**src/rtl/bdp_pkg.sv**
```systemverilog
package bdp_pkg;

    // How the pattern-table row is formed from the history
    typedef enum logic {
        IDX_CONCAT = 1'b0,   // row = history
        IDX_XOR    = 1'b1    // row = history ^ low address bits
    } index_mode_e;

endpackage

```
**src/rtl/bdp_history_store.sv**
```systemverilog
module bdp_history_store #(
    parameter int PC_W     = 16,
    parameter int SEL_BITS = 2,
    parameter int HLEN     = 4
) (
    input  logic            clk,
    input  logic            rst_n,
    input  logic [PC_W-1:0] rd_pc,
    output logic [HLEN-1:0] rd_hist,
    input  logic            wr_en,
    input  logic [PC_W-1:0] wr_pc,
    input  logic            wr_taken,
    output logic [HLEN-1:0] wr_hist
);
    localparam int ENTRIES = 1 << SEL_BITS;
    localparam int SEL_W   = (SEL_BITS > 0) ? SEL_BITS : 1;

    typedef struct packed {
        logic [ENTRIES-1:0][HLEN-1:0] hist;
    } hs_state_t;

    hs_state_t       s_d, s_q;
    logic [SEL_W-1:0] rd_sel, wr_sel;

    generate
        if (SEL_BITS > 0) begin : g_per_addr
            assign rd_sel = rd_pc[SEL_W-1:0];
            assign wr_sel = wr_pc[SEL_W-1:0];
        end else begin : g_global
            assign rd_sel = '0;
            assign wr_sel = '0;
        end
    endgenerate

    assign rd_hist = s_q.hist[rd_sel];
    assign wr_hist = s_q.hist[wr_sel];

    always_comb begin
        s_d = s_q;
        if (wr_en) begin
            s_d.hist[wr_sel] = {s_q.hist[wr_sel][HLEN-2:0], wr_taken};
        end
    end

    always_ff @(posedge clk) begin
        if (!rst_n) begin
            s_q.hist <= '0;
        end else begin
            s_q <= s_d;
        end
    end

    // outcome enters at bit 0, older bits move up by one
    a_r8_shift_in: assert property (@(posedge clk) disable iff (!rst_n)
        wr_en |=> s_q.hist[$past(wr_sel)] == {$past(wr_hist[HLEN-2:0]), $past(wr_taken)});

    // histories hold when nothing is reported
    a_r9_hist_idle: assert property (@(posedge clk) disable iff (!rst_n)
        !wr_en |=> $stable(s_q.hist));

endmodule

```
**src/rtl/bdp_pattern_table.sv**
```systemverilog
module bdp_pattern_table #(
    parameter int ROW_W = 4,
    parameter int COL_W = 2,
    parameter int CTR_W = 2
) (
    input  logic                   clk,
    input  logic                   rst_n,
    input  logic [ROW_W+COL_W-1:0] rd_idx,
    output logic [CTR_W-1:0]       rd_ctr,
    input  logic                   wr_en,
    input  logic [ROW_W+COL_W-1:0] wr_idx,
    input  logic                   wr_taken
);
    localparam int IDX_W = ROW_W + COL_W;
    localparam int DEPTH = 1 << IDX_W;
    localparam logic [CTR_W-1:0] CTR_MAX  = {CTR_W{1'b1}};
    localparam logic [CTR_W-1:0] CTR_ZERO = '0;
    localparam logic [CTR_W-1:0] CTR_ONE  = CTR_W'(1);
    localparam logic [CTR_W-1:0] CTR_INIT = CTR_W'((1 << (CTR_W - 1)) - 1);

    typedef struct packed {
        logic [DEPTH-1:0][CTR_W-1:0] ctr;
    } pt_state_t;

    pt_state_t        s_d, s_q;
    logic [CTR_W-1:0] old_ctr;

    assign rd_ctr  = s_q.ctr[rd_idx];
    assign old_ctr = s_q.ctr[wr_idx];

    always_comb begin
        s_d = s_q;
        if (wr_en) begin
            if (wr_taken && old_ctr != CTR_MAX) begin
                s_d.ctr[wr_idx] = old_ctr + CTR_ONE;
            end else if (!wr_taken && old_ctr != CTR_ZERO) begin
                s_d.ctr[wr_idx] = old_ctr - CTR_ONE;
            end
        end
    end

    always_ff @(posedge clk) begin
        if (!rst_n) begin
            s_q.ctr <= {DEPTH{CTR_INIT}};
        end else begin
            s_q <= s_d;
        end
    end

    // taken moves the counter up by one below the top rail
    a_r5_count_up: assert property (@(posedge clk) disable iff (!rst_n)
        (wr_en && wr_taken && old_ctr != CTR_MAX)
        |=> s_q.ctr[$past(wr_idx)] == $past(old_ctr) + CTR_ONE);

    // not-taken moves the counter down by one above the bottom rail
    a_r5_count_down: assert property (@(posedge clk) disable iff (!rst_n)
        (wr_en && !wr_taken && old_ctr != CTR_ZERO)
        |=> s_q.ctr[$past(wr_idx)] == $past(old_ctr) - CTR_ONE);

    // rails hold
    a_r5_saturate: assert property (@(posedge clk) disable iff (!rst_n)
        (wr_en && ((wr_taken && old_ctr == CTR_MAX) || (!wr_taken && old_ctr == CTR_ZERO)))
        |=> $stable(s_q.ctr));

    // table holds when nothing is reported
    a_r9_ctr_idle: assert property (@(posedge clk) disable iff (!rst_n)
        !wr_en |=> $stable(s_q.ctr));

endmodule

```
**src/rtl/branch_dir_predictor.sv**
```systemverilog
module branch_dir_predictor #(
    parameter int                  PC_W           = 16,
    parameter int                  HIST_ADDR_BITS = 2,
    parameter int                  HIST_LEN       = 4,
    parameter int                  COL_BITS       = 2,
    parameter int                  CTR_W          = 2,
    parameter bdp_pkg::index_mode_e INDEX_MODE    = bdp_pkg::IDX_CONCAT
) (
    input  logic            clk,
    input  logic            rst_n,
    input  logic [PC_W-1:0] lk_pc,
    output logic            lk_taken,
    input  logic            up_valid,
    input  logic [PC_W-1:0] up_pc,
    input  logic            up_taken
);
    localparam int IDX_W = HIST_LEN + COL_BITS;

    logic [HIST_LEN-1:0] lk_hist, up_hist;
    logic [HIST_LEN-1:0] lk_row, up_row;
    logic [IDX_W-1:0]    lk_idx, up_idx;
    logic [CTR_W-1:0]    lk_ctr;

    bdp_history_store #(
        .PC_W     (PC_W),
        .SEL_BITS (HIST_ADDR_BITS),
        .HLEN     (HIST_LEN)
    ) i_hist (
        .clk      (clk),
        .rst_n    (rst_n),
        .rd_pc    (lk_pc),
        .rd_hist  (lk_hist),
        .wr_en    (up_valid),
        .wr_pc    (up_pc),
        .wr_taken (up_taken),
        .wr_hist  (up_hist)
    );

    generate
        if (INDEX_MODE == bdp_pkg::IDX_XOR) begin : g_hash
            assign lk_row = lk_hist ^ lk_pc[HIST_LEN-1:0];
            assign up_row = up_hist ^ up_pc[HIST_LEN-1:0];
        end else begin : g_concat
            assign lk_row = lk_hist;
            assign up_row = up_hist;
        end
    endgenerate

    assign lk_idx = {lk_row, lk_pc[COL_BITS-1:0]};
    assign up_idx = {up_row, up_pc[COL_BITS-1:0]};

    bdp_pattern_table #(
        .ROW_W (HIST_LEN),
        .COL_W (COL_BITS),
        .CTR_W (CTR_W)
    ) i_pht (
        .clk      (clk),
        .rst_n    (rst_n),
        .rd_idx   (lk_idx),
        .rd_ctr   (lk_ctr),
        .wr_en    (up_valid),
        .wr_idx   (up_idx),
        .wr_taken (up_taken)
    );

    // counter upper half predicts taken
    assign lk_taken = lk_ctr[CTR_W-1];

endmodule

```
**config.mk**
```make
export PLATFORM = sky130hd
export DESIGN_NAME = branch_dir_predictor
export DESIGN_NICKNAME = d
export VERILOG_FILES = /design/src/rtl/bdp_pkg.sv /design/src/rtl/bdp_history_store.sv /design/src/rtl/bdp_pattern_table.sv /design/src/rtl/branch_dir_predictor.sv
export SDC_FILE = /design/constraint.sdc
export NUM_CORES = 1
export LEC_CHECK = 0
export BUFFER_PORTS_ARGS = -buffer_cell sky130_fd_sc_hd__buf_2
export CORE_MARGIN = 1.5
export CORE_UTILIZATION = 55
export DETAILED_ROUTE_END_ITERATION = 6
export PLACE_DENSITY = 0.73
export SYNTH_ARGS = -nofsm -noshare
export SYNTH_HDL_FRONTEND = slang
export SYNTH_SLANG_ARGS = --single-unit
```
**constraint.sdc**
```tcl
create_clock -name clk -period 6.2 [get_ports clk]
set_clock_uncertainty 0.15 [all_clocks]
set_input_delay 0.31 -clock clk [delete_from_list [all_inputs] [get_ports clk]]
set_output_delay 0.31 -clock clk [all_outputs]
set_load 0.01 [all_outputs]
```
== After elaboration in Yosys (flattened, before gate mapping) ==
Cells that the tools add are included.
Word-level totals
  register bits: 144
  input bits: 36
  output and inout port bits: 1
  word-level logic and storage cells: 102
Cells by class
  $add $sub $neg: 2
  order comparisons: 6
  equal/unequal tests: 1
  mux-type cells: 17
  reduce and logical (&&, ||, !) cells: 8
Operators with widths (number)
  128-bit bitwise mux: 2
  128-bit two-way mux: 2
  2-bit binary-select mux with 6-bit select: 2
  4-bit binary-select mux with 2-bit select: 2
  16-bit bitwise mux: 1
  6-bit by 7-bit < comparator with 1-bit output (second input constant): 2
  2-bit demux with 6-bit select: 1
  4-bit two-way mux: 3
  4-bit demux with 2-bit select: 1
  6-bit by 1-bit greater-or-equal comparator with 1-bit output (second input constant): 1
  2-bit by 3-bit < comparator with 1-bit output (second input constant): 2
  2-bit two-way mux: 3
  1-bit logical AND: 4
  2-bit nonzero test: 2
  2-bit by 1-bit adder with 2-bit output (second input constant): 1
  2-bit by 1-bit greater-or-equal comparator with 1-bit output (second input constant): 1
  2-bit != test (second input constant): 1
  2-bit AND reduction: 1
  2-bit by 1-bit subtractor with 2-bit output (second input constant): 1
  1-bit logical NOT: 1

== Longest topological paths before layout ==
Gate-level depths: netlist of run 1.
  depth in word-level cells: 9
  mapped depth: 16
  depth with buffers taken out: 11

== By module ==
A second synthesis of run 1 with hierarchy kept.
Unflattened totals
  cells, all modules: 870
  area total of the unflattened synthesis: 8166.6 um2
Modules (own cells, without submodules)
  bdp_pattern_table: instances 1, cells an instance 805, area each 7363.3 um2, seq. area each 2562.5 um2
  bdp_history_store: instances 1, cells an instance 65, area each 803.3 um2, seq. area each 320.3 um2

== Worst setup path before layout of run 1 ==
Ideal clock, no wire load.
  path type: input port to flip-flop
  start: input up_pc[0]
  end: register i_pht.s_q[115] (netlist name)
  library setup time: 0.128 ns
  arrival time: 3.422 ns
  required time: 5.922 ns
  slack: 2.501 ns
  stages on the path: 14
  buffers on the path: 3
  path through: buf_6 buf_4 buf_2 mux4_2 mux2i_1 o22ai_1 nor4_1 inv_1 ha_1 mux2_2 or3_1 or2_2 mux2i_1 nor2_1
Between the ends
  longest elaborated chain between the ends: 9
  elaborated cells between the ends (all ways): 21
  classes of those cells: add/sub: 2; order compare: 2; eq/ne: 1; mux: 10; reduce/logical: 6
RTL lines
  start, declared: RTL line branch_dir_predictor.sv:14  | input logic [PC_W-1:0] up_pc,
  branches (longest 9 deep; another with 2-bit by 1-bit subtractor with 2-bit output)
  end, declared: RTL line bdp_pattern_table.sv:25  | pt_state_t s_d, s_q;
Parallel ways; which one is timed is not known. The select of a mux whose other input is x is not followed.
A chain may end at the register's enable or synchronous reset.

== Worst setup path in the final report of run 1 ==
  start: input up_pc[1]
  end: register i_pht.s_q[101] (netlist name)
Same word-level chain as after synthesis.

==> results of run 1 <==
-- metrics by stage --
step	instances	power, µW	hold WS (ns)	setup WS, ns	instance area (µm²)
2_1_floorplan	761	1070	0.310	2.50	7330
3_3_place_gp	888	1100	0.321	1.16	7350
3_5_place_dp	888	1100	0.328	1.03	7350
4_1_cts	914	1970	0.0759	1.48	7850
5_1_grt	914	2020	0.135	1.32	7850
6_report	914	1970	0.0944	1.47	7850
-- cells in the mapped netlist, types with 2 or more instances --
cell	count	share of area
nor3_1	47	0.032
nor2_4	9	0.014
buf_2	23	0.016
or3_4	2	0.0031
nand3b_1	6	0.0061
or2_2	4	0.0034
nand2_1	58	0.030
ha_1	2	0.0034
nand3_1	7	0.0048
clkbuf_1	38	0.019
o21ai_0	56	0.038
nor2b_1	4	0.0034
or3b_1	3	0.0036
mux4_2	56	0.17
mux2_2	3	0.0046
dfxtp_1	144	0.39
a21oi_1	103	0.070
buf_6	7	0.011
mux2i_1	73	0.10
or3_1	2	0.0017
or2_4	3	0.0036
nor2_1	89	0.046
buf_4	3	0.0031
o22ai_1	4	0.0034
or2_1	2	0.0017
-- power by group through the flow --
stage / clock, µW / combinational (µW) / sequential (µW)
3_5_place_dp: 0 / 151 / 953
4_1_cts: 888 / 151 / 934
5_1_grt: 925 / 163 / 934
6_report: 879 / 153 / 934
2_1_floorplan: 0 / 115 / 952
3_3_place_gp: 0 / 146 / 953
-- cell type report --
type | count | area share
clock buffers | 24 | 0.0614
clock inverters | 2 | 0.00128
inverters | 2 | 0.00128
multi-input cells | 544 | 0.522
flip-flops and latches | 144 | 0.367
well taps | 176 | 0.0281
repair buffers | 22 | 0.0185
-- metal layers --
| layer | share of wire | wire length, µm | track usage | vias to the layer above |
|---|---|---|---|---|
| met3 | 0.074 | 1330 | 0.0521 | 43 |
| met2 | 0.48 | 8690 | 0.428 | 261 |
| met1 | 0.41 | 7450 | 0.344 | 2872 |
| met5 | 0 | 0 | 0 | - |
| met4 | 0.030 | 534 | 0.128 | 0 |
| li1 | - | - | - | 2682 |
-- layout by cell type (no fill, tap or decap), types with 6 or more instances in the layout --
cell,n
nor2_4,9
nor3_1,47
o21ai_0,56
dfxtp_1,144
buf_2,8
mux2i_1,73
mux4_2,56
a21oi_1,103
nand2_1,58
clkbuf_16,17
nor2_1,89
buf_4,14
nand3_1,7
nand3b_1,6
-- worst max-delay path, cell delays in order --
cell and delay, ns:
buf_2 0.57, buf_4 0.40, mux4_2 0.66, nor2b_1 0.27, a22o_1 0.25, or2_2 0.29
mux2_2 0.27, ha_1 0.20, mux2_2 0.29, or3_1 0.67, or2_2 0.44, mux2i_1 0.16
nor2_1 0.05
-- cells by family (layout without fill, tap and decap cells) --
group | Yosys count | count (layout) | synth area share
fa+ha+maj | 2 | 2 | 0.00341
xor+xnor | 1 | 1 | 0.00119
simple gates | 243 | 243 | 0.161
buf+inv | 73 | 50 | 0.0500
mux | 132 | 132 | 0.276
compound gates | 166 | 166 | 0.115
flops | 144 | 144 | 0.393
-- worst paths after layout --
kind / startpoint / to / slack [ns] / cells after the start
max reg2reg: i_hist.s_q[13] / i_pht.s_q[43] / 1.63 / 12
min reg2reg: i_pht.s_q[111] / i_pht.s_q[111] / 0.34 / 2
min: up_taken / i_hist.s_q[12] / 0.09 / 3
max: up_pc[1] / i_pht.s_q[101] / 1.47 / 13
==> results.py, run 1 <==
metrics = {
    "final_layout": {
        "post-route-util": 0.597,
        "regArea_mm2": 0.00288,
        "fill_cells": 1078,
        "multiInputGateArea_mm2": 0.00410,
        "final_layout_size_suffix_gt1_frac": 0.169,
        "syn2layout_area_growth_pct": 7.01,
        "nets": 769,
        "antenna_cells": 0,
    },
    "global_routing": {
        "grt_pass1_wl_mm": 28.9,
        "grt.total_usage": 0.266,
        "grt_overflow": 0,
        "antenna_found_initial": 0,
        "grt_max_degree": 108,
        "first_global_vias": 5743,
    },
    "power_and_ir_drop": {
        "power.share.switching": 0.236,
        "seqPwrFrac": 0.475,
        "p_clk_frac": 0.447,
        "power_switching_uw": 465,
        "power_density_mw_per_mm2": 251,
        "power.internal_uw": 1500,
        "power_leakage_uw": 0.00255,
        "vdd_ir_drop_max_mv": 0.217,
        "comb_power_share": 0.078,
    },
    "routing": {
        "post_drt_wl_per_cell_um": 19.7,
        "routed_wl_mm": 18.0,
        "vias": 5858,
        "drc": 0,
        "ant_nets": 0,
        "drt_iter0_drc": 623,
        "via_per_inst": 6.41,
        "drtPass1Iterations": 5,
    },
    "logic_synthesis": {
        "ys_types": 38,
        "synth_nets": 799,
        "ys_ff_latch": 144,
        "ys_async_sr_fraction": 0,
        "ys_warn_count": 0,
        "syn_area_mm2": 0.00733,
        "ys.flop_type": "dfxtp_1",
        "syn_area_per_cell_um2": 9.63,
        "synthesis.instances": 761,
        "synth-edff-count": 0,
        "ys_seq_area_frac": 0.393,
    },
    "sta": {
        "rsz0062_at_grt": "false",
        "finalHoldViolations": 0,
        "relSlewSlack": 0.147,
        "fin_crit_ns": 4.73,
        "max_slew.worst_pin.slew_ns": 1.28,
        "fin_setup_tns_ns": 0,
        "post-route-period-util": 0.763,
        "fmax_ghz": 0.211,
        "drv_slew": 0,
        "finalSetupViolations": 0,
    },
    "clocking": {
        "cts.sinks": 144,
        "post_cts_buffers": 0,
        "path_clk_slew_ns": 0.06,
        "cts_hold_buf": 0,
        "cts_buffers": 17,
        "h-tree-depth": 4,
        "ctsLongestPathBuffers": 2,
        "cts_tree": "yes",
        "clockRootBuffer": "clkbuf_16",
        "ctsResizeCount": 0,
        "clk_latency_ns": 0.43,
    },
    "critical_path": {
        "crit_fanout": 26,
        "worstSetupEndpointType": "register",
        "crit_path_start_kind": "primary input",
        "cp.required_ns": 6.32,
        "path_class": "in -> reg",
        "arrival_ns": 4.85,
    },
    "floorplanning": {
        "core_area_mm2": 0.0131,
        "rows": 42,
        "die_x_um": 118,
        "die_h_um": 118,
        "io_pins": 37,
        "die_area_mm2": 0.0140,
        "floorplan.initialDensity": 0.558,
    },
    "placement": {
        "gp_congestion": 0.825,
        "port_buffers": 8,
        "hpwlAfterDp_mm": 11.4,
    },
    "job": {
        "maxCapViolations": 0,
    },
    "hold_path": {
        "hp-class": "in -> reg",
    },
    "run_status": {
        "status": "completed",
    },
}
(Power assumes the default switching activity.)
==> run 2: changes to the inputs <==
- PLACE_DENSITY: 0.73 -> 0.76
- clock period: 6.2 -> 3.9 ns (I/O delays scaled with it)
==> run 2 against run 1 <==
Critical path type is now reg -> reg. Cell count is 4.4% higher. Clock power is 95% higher. Die area stayed put. Largest cell class unchanged. Clock-buffer cell count is 2 lower. Non-clock buffer count is 34 higher.
==> results.py, run 2 (synthesis gave the netlist of run 1 again) <==
metrics = {
    "run_status": {
        "status": "completed",
    },
    "routing": {
        "drt-met1-wl_mm": 7.73,
        "ant_nets": 0,
        "routed_wl_mm": 19.1,
        "drt_iter0_drc": 764,
        "vias": 6066,
        "wl_met3_mm": 1.32,
        "via_per_inst": 6.36,
        "post_drt_wl_per_cell_um": 20.0,
        "drtPass1Iterations": 7,
        "met2_length_mm": 9.31,
        "drc": 0,
        "topRoutingLayerUsed": "met4",
    },
    "critical_path": {
        "crit_fanout": 5,
        "rrSetupSlack_ns": 0.12,
        "cp.required_ns": 4.10,
        "path_class": "reg -> reg",
        "crit_path_start_kind": "register",
        "worstSetupEndpointType": "register",
        "reg2reg_depth": 13,
        "arrival_ns": 3.98,
    },
    "hold_path": {
        "hold_depth": 4,
        "hp-class": "in -> reg",
    },
    "final_layout": {
        "nets": 804,
        "post-route-util": 0.632,
        "most-common-layout-cells": "dfxtp_1, a21oi_1, nor2_1",
        "fill_cells": 971,
        "antenna_cells": 0,
        "stdcell_area_mm2": 0.00830,
        "final_layout_size_suffix_gt1_frac": 0.219,
        "syn2layout_area_growth_pct": 13.3,
        "layout_commonest_cell": "dfxtp_1",
    },
    "clocking": {
        "ctsLongestPathBuffers": 2,
        "h-tree-depth": 4,
        "cts_tree": "yes",
        "clk_latency_ns": 0.43,
        "clockRootBuffer": "clkbuf_16",
        "cts.sinks": 144,
        "path_clk_slew_ns": 0.06,
        "cts_buffers": 17,
    },
    "floorplanning": {
        "io_pins": 37,
        "core_area_mm2": 0.0131,
        "rows": 42,
        "die_h_um": 118,
        "floorplan.initialDensity": 0.558,
        "die_x_um": 118,
        "die_area_mm2": 0.0140,
    },
    "sta": {
        "relSlewSlack": 0.150,
        "fmax_ghz": 0.265,
        "fin_crit_ns": 3.78,
        "max_slew.worst_pin.slew_ns": 1.27,
        "finalSetupViolations": 0,
        "drv_slew": 0,
        "rsz0062_at_grt": "false",
        "finalHoldViolations": 0,
        "post-route-period-util": 0.969,
        "whs_ns": 0.118,
    },
    "global_routing": {
        "grt_pass1_wl_mm": 30.4,
        "grt.total_usage": 0.280,
        "grt_max_degree": 75,
        "first_global_vias": 5980,
        "grt_overflow": 0,
        "antenna_found_initial": 0,
    },
    "placement": {
        "gp_congestion": 0.821,
        "port_buffers": 8,
        "dpl-instance-area_mm2": 0.00761,
        "hpwlAfterDp_mm": 11.9,
    },
    "power_and_ir_drop": {
        "power_leakage_uw": 0.00279,
        "power_density_mw_per_mm2": 417,
        "vdd_ir_drop_max_mv": 0.371,
    },
    "job": {
        "maxCapViolations": 0,
    },
}
-- run 2: worst paths after layout --
check            startpoint        endpoint
max          i_hist.s_q[13]        register
min                up_valid  i_hist.s_q[12]
max reg2reg  i_hist.s_q[13]        register
min reg2reg   i_pht.s_q[45]   i_pht.s_q[45]
-- run 2: worst max-delay path: stages (launching register included) --
cell and delay, ns:
dfxtp_1 0.33, mux4_2 0.59, buf_4 0.19, mux2i_1 0.11, o2bb2ai_1 0.14, or2_2 0.31, mux2_2 0.27, ha_1 0.20
mux2_2 0.29, or3_4 0.45, buf_4 0.18, nor2_1 0.21, nor3_1 0.09, a21oi_1 0.18
-- run 2: repair_timing --
action / 4_1_cts / 5_1_grt
hold buffers: 1 / 0
resized for setup: 0 / 3
buffers inserted: 0 / 2
hold endpoints to repair: 3 / 0
setup endpoints to repair: 0 / 46
-- run 2: cell type report --
cell class              count  area (µm²)  area share
clock buffers              22         494      0.0595
clock inverters             9         130      0.0157
inverters                   2        10.0     0.00121
multi-input cells         545        4140       0.498
flip-flops and latches    144        2880       0.347
well taps                 176         220      0.0265
repair buffers             56         428      0.0515
-- run 2: where the power goes --
group	leakage [µW]	switching (µW)	internal (µW)
logic	0.00133	179	92.8
registers	0.00116	5.70	1480
clock network	0.000296	624	1080
-- run 2: per-stage QoR --
stage / TNS [ns] / power, µW / instances / worst slack (ns)
4_1_cts: 0 / 3470 / 951 / 0.00196
5_1_grt: 0 / 3540 / 954 / 0.0110
6_report: 0 / 3460 / 954 / 0.122
3_3_place_gp: 0 / 1770 / 919 / 0.0126
2_1_floorplan: 0 / 1700 / 761 / 0.316
3_5_place_dp: -0.0666 / 1780 / 919 / -0.0497
-- run 2: metal layers --
metal  global-route usage  up-vias
met2                0.458      290
met5                    0        -
met3               0.0579       68
li1                     -     2769
met4                0.148        0
met1                0.349     2939
==> run 3: changes to the inputs <==
==> constraint.sdc (replaced) <==
create_clock -name clk -period 3.9 [get_ports clk]
set_clock_uncertainty 0.15 [all_clocks]
set_input_delay 0.39 -clock clk [delete_from_list [all_inputs] [get_ports clk]]
set_output_delay 0.39 -clock clk [all_outputs]
set_load 0.01 [all_outputs]
==> run 3 against run 2 <==
The run now ends with design-rule violations left. Highest routed layer unchanged. Final area increased by 1.5%. Maximum frequency up 0.75%. First-iteration DRC count up 12%. Critical path depth did not move. Routed wire length shrank 0.70%. Sequential cell count stayed put. Largest cell class unchanged. Core utilization up 0.92 points. Combinational power is essentially flat.
==> results.py, run 3 (synthesis gave the netlist of run 1 again) <==
metrics = {
    "final_layout": {
        "fill_cells": 934,
        "post-route-util": 0.641,
        "nets": 812,
        "antenna_cells": 0,
        "instances_no_fill": 963,
        "most-common-layout-cells": "dfxtp_1, a21oi_1, nor2_1",
        "final_layout_size_suffix_gt1_frac": 0.230,
        "layout_commonest_cell": "dfxtp_1",
        "syn2layout_area_growth_pct": 14.9,
        "stdcell_area_mm2": 0.00843,
    },
    "routing": {
        "ant_nets": 0,
        "drt_iter0_drc": 855,
        "post_drt_wl_per_cell_um": 19.7,
        "drc": 6,
        "via_per_inst": 6.28,
        "drtPass1Iterations": 7,
        "vias": 6046,
        "routed_wl_mm": 19.0,
    },
    "sta": {
        "post-route-period-util": 0.961,
        "relSlewSlack": 0.136,
        "finalHoldViolations": 0,
        "fmax_ghz": 0.267,
        "whs_ns": 0.188,
        "setup_ws_ns": 0.151,
        "fin_crit_ns": 3.75,
        "drv_slew": 0,
        "max_slew.worst_pin.slew_ns": 1.29,
        "rsz0062_at_grt": "false",
        "finalSetupViolations": 0,
    },
    "floorplanning": {
        "rows": 42,
        "die_area_mm2": 0.0140,
        "io_pins": 37,
        "die_x_um": 118,
        "core_area_mm2": 0.0131,
        "die_h_um": 118,
        "floorplan.initialDensity": 0.558,
    },
    "power_and_ir_drop": {
        "power_density_mw_per_mm2": 431,
        "power_leakage_uw": 0.00286,
        "vdd_ir_drop_max_mv": 0.304,
    },
    "global_routing": {
        "grt_pass1_wl_mm": 30.4,
        "grt_overflow": 0,
        "grt_max_degree": 100,
        "first_global_vias": 5880,
        "grt.total_usage": 0.276,
        "antenna_found_initial": 0,
    },
    "placement": {
        "port_buffers": 8,
        "gp_congestion": 0.851,
        "dpl.cell_count": 928,
        "hpwlAfterDp_mm": 12.0,
        "post-place-ws_ns": -0.293,
        "dpl-instance-area_mm2": 0.00770,
    },
    "clocking": {
        "cts.sinks": 144,
        "cts_buffers": 17,
        "h-tree-depth": 4,
        "cts_tree": "yes",
        "ctsLongestPathBuffers": 2,
        "path_clk_slew_ns": 0.06,
        "clockRootBuffer": "clkbuf_16",
        "clk_latency_ns": 0.43,
        "cts_hold_buf": 0,
    },
    "critical_path": {
        "crit_fanout": 12,
        "critical-path-max-stage-delay_ns": 0.60,
        "cp.required_ns": 4.03,
        "worstSetupEndpointType": "register",
        "rrSetupSlack_ns": 0.15,
        "crit_path_start_kind": "register",
        "cp-startpoint": "i_hist.s_q[9]",
        "worstReg2RegStart": "i_hist.s_q[9]",
        "critPathSlowestCell": "mux4_2",
        "path_class": "reg -> reg",
        "crit_cells": 13,
        "path_cells": "mux4_2 -> buf_4 -> mux2i_1 -> a22oi_1 -> nand3_1 -> mux2_2 -> ha_1 -> mux2_2 -> or3_4 -> buf_4 -> or2_1 -> mux2i_1 -> nor2_1",
        "critPathTopFamily": "multiplexers",
        "reg2reg_depth": 13,
        "crit_buf_inv": 2,
        "cp-endpoint": "i_pht.s_q[69]",
        "arrival_ns": 3.88,
        "r2r_end": "i_pht.s_q[69]",
    },
    "hold_path": {
        "hold_depth": 3,
        "hp-class": "in -> reg",
    },
    "job": {
        "maxCapViolations": 0,
    },
    "run_status": {
        "failed_checks": "design-rule violations",
        "status": "finished with violations",
    },
}
run 3: report_power, final:
| part | leakage, µW | internal (µW) | total [µW] | switching, µW |
|---|---|---|---|---|
| Combinational | 0.00137 | 96.8 | 275 | 178 |
| Sequential | 0.00116 | 1480 | 1480 | 5.18 |
| Clock | 0.000328 | 1220 | 1870 | 649 |
run 3: timing repair:
action                                  CTS  global route
hold endpoints to repair                  0             0
gates resized for setup                   0             4
setup buffers                             2             1
pin swaps                                 0             1
endpoints found under the setup margin    7            37
run 3: per-layer routing:
metal / GRT usage / wire (µm) / vias up
li1: - / - / 2776
met1: 0.356 / 7740 / 2934
met2: 0.443 / 9210 / 262
met3: 0.0550 / 1270 / 74
met4: 0.143 / 760 / 0
met5: 0 / 0 / -
run 3: layout make-up:
cell class | instances | area [µm²] | share of cell area
Multi-Input combinational cell | 544 | 4120 | 0.489
Sequential cell | 144 | 2880 | 0.342
Timing Repair Buffer | 65 | 518 | 0.0615
Clock buffer | 19 | 443 | 0.0526
Clock inverter | 13 | 233 | 0.0276
Tap cell | 176 | 220 | 0.0261
Inverter | 2 | 10.0 | 0.00119
run 3: how the worst min path moves through the flow:
stage,from,to,slack (ns)
after floorplan,i_pht.s_q[45],i_pht.s_q[45],0.31
after global placement,i_pht.s_q[25],i_pht.s_q[25],0.32
after detailed placement,i_pht.s_q[61],i_pht.s_q[61],0.33
after CTS,up_taken,i_hist.s_q[8],0.18
after global routing,up_taken,i_hist.s_q[8],0.22
final,up_taken,i_hist.s_q[8],0.19
run 3: tightest hold or removal path, delay by kind of cell:
kind          cells  cell delay, ns
simple gates      1            0.07
buf+inv           1            0.17
mux               1            0.09
run 3: stage by stage:
step	TNS, ns	total power (µW)
final	0	3630
after detailed placement	-7.35	1780
after CTS	0	3630
after global placement	-3.99	1780
after floorplan	0	1700
after global routing	0	3710
